<file path="src/rtl/gpio_bank_pkg.sv">
package gpio_bank_pkg;

    // Register kind selected by the lowest address bit
    typedef enum logic {
        SEL_DATA = 1'b0,
        SEL_DIR  = 1'b1
    } reg_sel_e;

endpackage

</file>
<file path="src/rtl/gpio_bank_sync.sv">
module gpio_bank_sync #(
    parameter int W = 24
) (
    input  logic         clk,
    input  logic         rst_n,
    input  logic [W-1:0] async_in,
    output logic [W-1:0] sync_out
);

    logic [W-1:0] stage1_q;
    logic [W-1:0] stage2_q;

    always_ff @(posedge clk or negedge rst_n) begin
        if (!rst_n) begin
            stage1_q <= '0;
            stage2_q <= '0;
        end else begin
            stage1_q <= async_in;
            stage2_q <= stage1_q;
        end
    end

    assign sync_out = stage2_q;

endmodule

</file>
<file path="src/rtl/gpio_bank_regs.sv">
module gpio_bank_regs
    import gpio_bank_pkg::*;
#(
    parameter int NPORT = 3,
    parameter int PW    = 8,
    parameter logic [NPORT*PW-1:0] IMPL_MASK = 24'hFF7FFF,
    parameter logic [NPORT*PW-1:0] RST_DIR   = 24'h040000,
    parameter logic [NPORT*PW-1:0] RST_DATA  = 24'h040000,
    localparam int NPIN   = NPORT * PW,
    localparam int PIDX_W = (NPORT > 1) ? $clog2(NPORT) : 1,
    localparam int AW     = PIDX_W + 1
) (
    input  logic            clk,
    input  logic            rst_n,
    input  logic [AW-1:0]   bus_addr,
    input  logic            bus_we,
    input  logic [PW-1:0]   bus_wdata,
    output logic [PW-1:0]   bus_rdata,
    input  logic [NPIN-1:0] pin_lvl,
    output logic [NPIN-1:0] dir_q,
    output logic [NPIN-1:0] data_q
);

    logic [PIDX_W-1:0] port_idx;
    reg_sel_e          sel;

    assign port_idx = bus_addr[AW-1:1];
    assign sel      = reg_sel_e'(bus_addr[0]);

    always_ff @(posedge clk or negedge rst_n) begin
        if (!rst_n) begin
            dir_q  <= RST_DIR & IMPL_MASK;
            data_q <= RST_DATA & IMPL_MASK;
        end else if (bus_we) begin
            for (int p = 0; p < NPORT; p++) begin
                if (port_idx == PIDX_W'(p)) begin
                    if (sel == SEL_DIR)
                        dir_q[p*PW +: PW]  <= bus_wdata & IMPL_MASK[p*PW +: PW];
                    else
                        data_q[p*PW +: PW] <= bus_wdata & IMPL_MASK[p*PW +: PW];
                end
            end
        end
    end

    always_comb begin
        bus_rdata = '0;
        for (int p = 0; p < NPORT; p++) begin
            if (port_idx == PIDX_W'(p)) begin
                if (sel == SEL_DIR)
                    bus_rdata = dir_q[p*PW +: PW];
                else
                    bus_rdata = pin_lvl[p*PW +: PW] & IMPL_MASK[p*PW +: PW];
            end
        end
    end


    dir_write_chk: assert property (@(posedge clk) disable iff (!rst_n)
        (bus_we && bus_addr == AW'(1)) |=>
            (dir_q[PW-1:0] == ($past(bus_wdata) & IMPL_MASK[PW-1:0])));


    unmapped_read_chk: assert property (@(posedge clk) disable iff (!rst_n)
        (32'(bus_addr) >= 2*NPORT) |-> (bus_rdata == '0));

endmodule

</file>
<file path="src/rtl/gpio_bank_pad_ctl.sv">
module gpio_bank_pad_ctl #(
    parameter bit PRESENT    = 1'b1,
    parameter bit OPEN_DRAIN = 1'b0,
    parameter bit HAS_PU     = 1'b1,
    parameter bit HAS_ALT    = 1'b0
) (
    input  logic clk,
    input  logic rst_n,
    input  logic dir,
    input  logic data,
    input  logic alt,
    output logic pad_oe,
    output logic pad_o,
    output logic pad_pu
);

    logic eff;

    // Serial output wired-AND with the programmed bit on alternate pins
    assign eff = data & (alt | ~HAS_ALT);

    always_comb begin
        pad_oe = 1'b0;
        pad_o  = 1'b0;
        pad_pu = 1'b0;
        if (PRESENT) begin
            if (dir) begin
                if (OPEN_DRAIN) begin
                    pad_oe = ~eff;
                end else begin
                    pad_oe = 1'b1;
                    pad_o  = eff;
                end
            end else begin
                pad_pu = HAS_PU & ~data;
            end
        end
    end


    pu_input_only_chk: assert property (@(posedge clk) disable iff (!rst_n)
        pad_pu |-> !dir);

    generate
        if (OPEN_DRAIN) begin : g_od

            od_never_high_chk: assert property (@(posedge clk) disable iff (!rst_n)
                !pad_o);
        end
        if (!HAS_PU) begin : g_nopu

            no_pullup_chk: assert property (@(posedge clk) disable iff (!rst_n)
                !pad_pu);
        end
    endgenerate

endmodule

</file>
<file path="src/rtl/gpio_bank.sv">
module gpio_bank #(
    parameter int NPORT = 3,
    parameter int PW    = 8,
    parameter logic [NPORT*PW-1:0] IMPL_MASK = 24'hFF7FFF,
    parameter logic [NPORT*PW-1:0] OD_MASK   = 24'hFF00F0,
    parameter logic [NPORT*PW-1:0] NOPU_MASK = 24'hF000F0,
    parameter logic [NPORT*PW-1:0] ALT_MASK  = 24'h0B0000,
    parameter logic [NPORT*PW-1:0] RST_DIR   = 24'h040000,
    parameter logic [NPORT*PW-1:0] RST_DATA  = 24'h040000,
    localparam int NPIN   = NPORT * PW,
    localparam int PIDX_W = (NPORT > 1) ? $clog2(NPORT) : 1,
    localparam int AW     = PIDX_W + 1
) (
    input  logic            clk,
    input  logic            rst_n,
    input  logic [AW-1:0]   bus_addr,
    input  logic            bus_we,
    input  logic [PW-1:0]   bus_wdata,
    output logic [PW-1:0]   bus_rdata,
    input  logic [NPIN-1:0] pad_in,
    input  logic [NPIN-1:0] alt_out,
    output logic [NPIN-1:0] pad_oe,
    output logic [NPIN-1:0] pad_o,
    output logic [NPIN-1:0] pad_pu
);

    logic [NPIN-1:0] pin_lvl;
    logic [NPIN-1:0] dir_q;
    logic [NPIN-1:0] data_q;

    gpio_bank_sync #(.W(NPIN)) u_sync (
        .clk      (clk),
        .rst_n    (rst_n),
        .async_in (pad_in),
        .sync_out (pin_lvl)
    );

    gpio_bank_regs #(
        .NPORT     (NPORT),
        .PW        (PW),
        .IMPL_MASK (IMPL_MASK),
        .RST_DIR   (RST_DIR),
        .RST_DATA  (RST_DATA)
    ) u_regs (
        .clk       (clk),
        .rst_n     (rst_n),
        .bus_addr  (bus_addr),
        .bus_we    (bus_we),
        .bus_wdata (bus_wdata),
        .bus_rdata (bus_rdata),
        .pin_lvl   (pin_lvl),
        .dir_q     (dir_q),
        .data_q    (data_q)
    );

    generate
        for (genvar i = 0; i < NPIN; i++) begin : g_pin
            gpio_bank_pad_ctl #(
                .PRESENT    (IMPL_MASK[i]),
                .OPEN_DRAIN (OD_MASK[i]),
                .HAS_PU     (!NOPU_MASK[i]),
                .HAS_ALT    (ALT_MASK[i])
            ) u_pad (
                .clk    (clk),
                .rst_n  (rst_n),
                .dir    (dir_q[i]),
                .data   (data_q[i]),
                .alt    (alt_out[i]),
                .pad_oe (pad_oe[i]),
                .pad_o  (pad_o[i]),
                .pad_pu (pad_pu[i])
            );
        end
    endgenerate


    unimpl_silent_chk: assert property (@(posedge clk) disable iff (!rst_n)
        (((pad_oe | pad_o | pad_pu) & ~IMPL_MASK) == '0));


    alt_low_pulls_chk: assert property (@(posedge clk) disable iff (!rst_n)
        (((dir_q & ALT_MASK & IMPL_MASK & ~alt_out) & ~pad_oe) == '0));

endmodule

</file>
<file path="config.mk">
export PLATFORM = sky130hd
export DESIGN_NAME = gpio_bank
export DESIGN_NICKNAME = d
export VERILOG_FILES = /design/src/rtl/gpio_bank_pkg.sv /design/src/rtl/gpio_bank_sync.sv /design/src/rtl/gpio_bank_regs.sv /design/src/rtl/gpio_bank_pad_ctl.sv /design/src/rtl/gpio_bank.sv
export SDC_FILE = /design/constraint.sdc
export NUM_CORES = 1
export LEC_CHECK = 0
export BUFFER_PORTS_ARGS = -buffer_cell sky130_fd_sc_hd__buf_4
export CORE_ASPECT_RATIO = 1.25
export CORE_MARGIN = 5
export CORE_UTILIZATION = 32
export DETAILED_ROUTE_END_ITERATION = 7
export SETUP_SLACK_MARGIN = 0.1
export SYNTH_ARGS = -nofsm -noshare
export SYNTH_HDL_FRONTEND = slang
export SYNTH_HIERARCHICAL = 1
export SYNTH_SLANG_ARGS = --single-unit
</file>
<file path="constraint.sdc">
create_clock -name clk -period 3.75 [get_ports clk]
set_clock_uncertainty 0.05 [all_clocks]
set_input_delay 0.5625 -clock clk [delete_from_list [all_inputs] [get_ports clk]]
set_output_delay 0.5625 -clock clk [all_outputs]
set_load 0.005 [all_outputs]
</file>
==> run_results.csv <==
group,metric,value,unit
critical_path,critPathKind,"in -> out",
placed_design,port-buffer-count,96,
die,rows,45,
power_and_ir_drop,p_sw,643,uW
placed_design,dpl.hpwl,5.91,mm
global_routing,grt_max_degree,63,
synthesis,syn_area_per_cell,14.0,um2
finish,area_delta_synth_final,24.2,%
critical_path,rr_worst_depth,1,
power_and_ir_drop,p_clk_frac,0.321,
timing,whs,0.258,ns
critical_path,cp_cell_sequence,"buf_4 > mux2_2 > a221oi_1 > a31oi_1 > buf_4",
route,viasPerCell,4.34,
timing,slew_viol_final,0,
clock_tree,post_cts_buffers,0,
timing,setup_violations,0,
die,fp.dieH,134,um
critical_path,cp.depth,5,
critical_path,crit_path_start,"bus_addr[2]",
clock_tree,cts_buffers,9,
critical_path,path_buf_inv,2,
die,pin_count,142,
critical_path,crit_slowest_cell,"a221oi_1",
die,dieWidth,109,um
power_and_ir_drop,comb_power_share,0.208,
timing,timing.fmax,0.391,GHz
finish,fill_cells,1184,
die,dieArea,0.0147,mm2
clock_tree,clkTransAtPathRegs,0.06,ns
power_and_ir_drop,power_density,537,mW/mm2
critical_path,reg2reg_from,"u_regs/dir_q[9]",
timing,tns,0,ns
critical_path,rrSetupSlack,2.88,ns
clock_tree,cts_resized,0,
power_and_ir_drop,ir_drop,183,uV
route,drcViolationCount,0,
synthesis,netlist_area,0.00396,mm2
clock_tree,cts.sinks,92,
critical_path,worst_path_dominant_cell_family,"compound AO/OA/AOI/OAI gates",
finish,drive_gt1_frac,0.516,
critical_path,crit_fanout,20,
global_routing,grtUsageTotal,0.122,
critical_path,path_common_cell,"buf_4",
critical_path,crit_required,3.14,ns
power_and_ir_drop,p_int,1.99,mW
hold_path,hold_class,"in -> async",
clock_tree,cts_tree,"done",
clock_tree,cts_hold_buf,0,
clock_tree,h-tree-depth,3,
finish,antenna_cells,0,
clock_tree,insertion_delay,0.33,ns
global_routing,antenna_found_initial,0,
critical_path,slowest_delay,0.43,ns
route,num_vias,2290,
global_routing,first_global_vias,2392,
placed_design,pre_cts_ws,1.14,ns
timing,worst_pin_slew,0.918,ns
timing,finalWorstSetupSlack,1.19,ns
die,floorplan.initialDensity,0.325,
route,wirelength,8.34,mm
die,core-area,0.0122,mm2
route,firstDrtPassIters,4,
placed_design,place_congestion,0.709,
critical_path,worst_ep_arrival_time,1.94,ns
timing,hold_viol_final,0,
timing,rsz0062_at_grt,"no",
global_routing,grt_pass1_wl,13.2,mm
timing,maxSlewHeadroom,0.385,
critical_path,start_kind,"input pin",
clock_tree,max-clock-path-buffers,2,
route,drt_iter0_markers,45,
run_status,outcome,"finished, final reports clean",
power_and_ir_drop,cellLeakagePower,2.28,nW
timing,period_minus_slack,2.56,ns
timing,min_period_over_period,0.682,
global_routing,grt_overflow,0,
critical_path,r2r-end,"u_regs/dir_q[9]",
flow_run,drv_cap,0,
finish,post-route-cell-area,0.00491,mm2
route,drtAntennaViolNets,0,
synthesis,synthCells,283,
critical_path,cp-end-kind,"output pin",
route,wl_per_cell,15.8,um
critical_path,endpoint,"bus_rdata[2]",
power_and_ir_drop,switching_share,0.244,
finish,fin_nets,423,
placed_design,place_area,0.00464,mm2
power_and_ir_drop,sequentialPowerShare,0.471,
clock_tree,clock-root-buffer,"clkbuf_16",
synthesis,yosys_warnings,6,
==> cells in the final DEF (no fill, tap or decap) <==
cell / n
clkinvlp_4: 1
mux2_2: 54
nor3b_4: 1
bufinv_16: 1
nor4bb_2: 1
clkbuf_16: 9
and2_1: 12
inv_2: 1
nand2_1: 8
a31oi_1: 4
nand4b_2: 1
mux2i_1: 9
nand4_4: 1
a21boi_2: 3
nor4b_4: 2
nor2b_1: 1
mux4_2: 1
or3_1: 3
conb_1: 23
nand2b_1: 1
dfstp_2: 2
clkbuf_1: 3
a221oi_1: 4
nor2b_4: 9
nor2_1: 15
buf_4: 100
o221ai_1: 3
dfrtp_1: 90
nand2b_4: 1
==> flip-flops by register name (all words and copies together), names as in the netlist <==
| name | count |
|---|---|
| u_regs/data_q | 23 |
| u_regs/dir_q | 23 |
| u_sync/stage1_q | 23 |
| u_sync/sync_out | 23 |
==> metrics by stage <==
stage                     utilization  cells  power (mW)
after floorplan                     -    293        1.55
after global placement          0.382    514        1.81
after detailed placement        0.382    514        1.83
after CTS                       0.404    528        2.69
after global routing            0.404    528        2.80
final                           0.404    528        2.64
==> worst min-delay path by stage <==
stage                     slack [ns]                 from             endpoint
after floorplan                 0.22                rst_n     u_regs/data_q[0]
after global placement          0.28   u_sync/stage1_q[6]   u_sync/sync_out[6]
after detailed placement        0.28  u_sync/stage1_q[17]  u_sync/sync_out[17]
after CTS                       0.27            pad_in[6]   u_sync/stage1_q[6]
after global routing            0.26            pad_in[6]   u_sync/stage1_q[6]
final                           0.26                rst_n  u_sync/stage1_q[20]
==> power by group through the flow <==
stage | Sequential (mW) | Clock (mW) | Combinational (mW)
6_report | 1.24 | 0.847 | 0.550
5_1_grt | 1.27 | 0.931 | 0.606
4_1_cts | 1.25 | 0.878 | 0.564
3_5_place_dp | 1.26 | 0 | 0.563
3_3_place_gp | 1.26 | 0 | 0.554
2_1_floorplan | 1.23 | 0 | 0.326
==> area by class of cell <==
cell class	count	area (um2)	share of cell area
clock buffers	12	236	0.0481
clock inverters	2	37.5	0.00764
inverters	1	3.75	0.000764
multi-input cells	157	1380	0.280
flip-flops and latches	92	2300	0.469
well taps	164	205	0.0418
repair buffers	100	751	0.153
==> layer usage <==
layer,global-route usage,up-vias,share of wire
li1,-,1055,-
met1,0.150,1140,0.41
met2,0.198,84,0.50
met3,0.0342,11,0.070
met4,0.0520,0,0.019
met5,0,-,0
(Power assumes the default switching activity.)
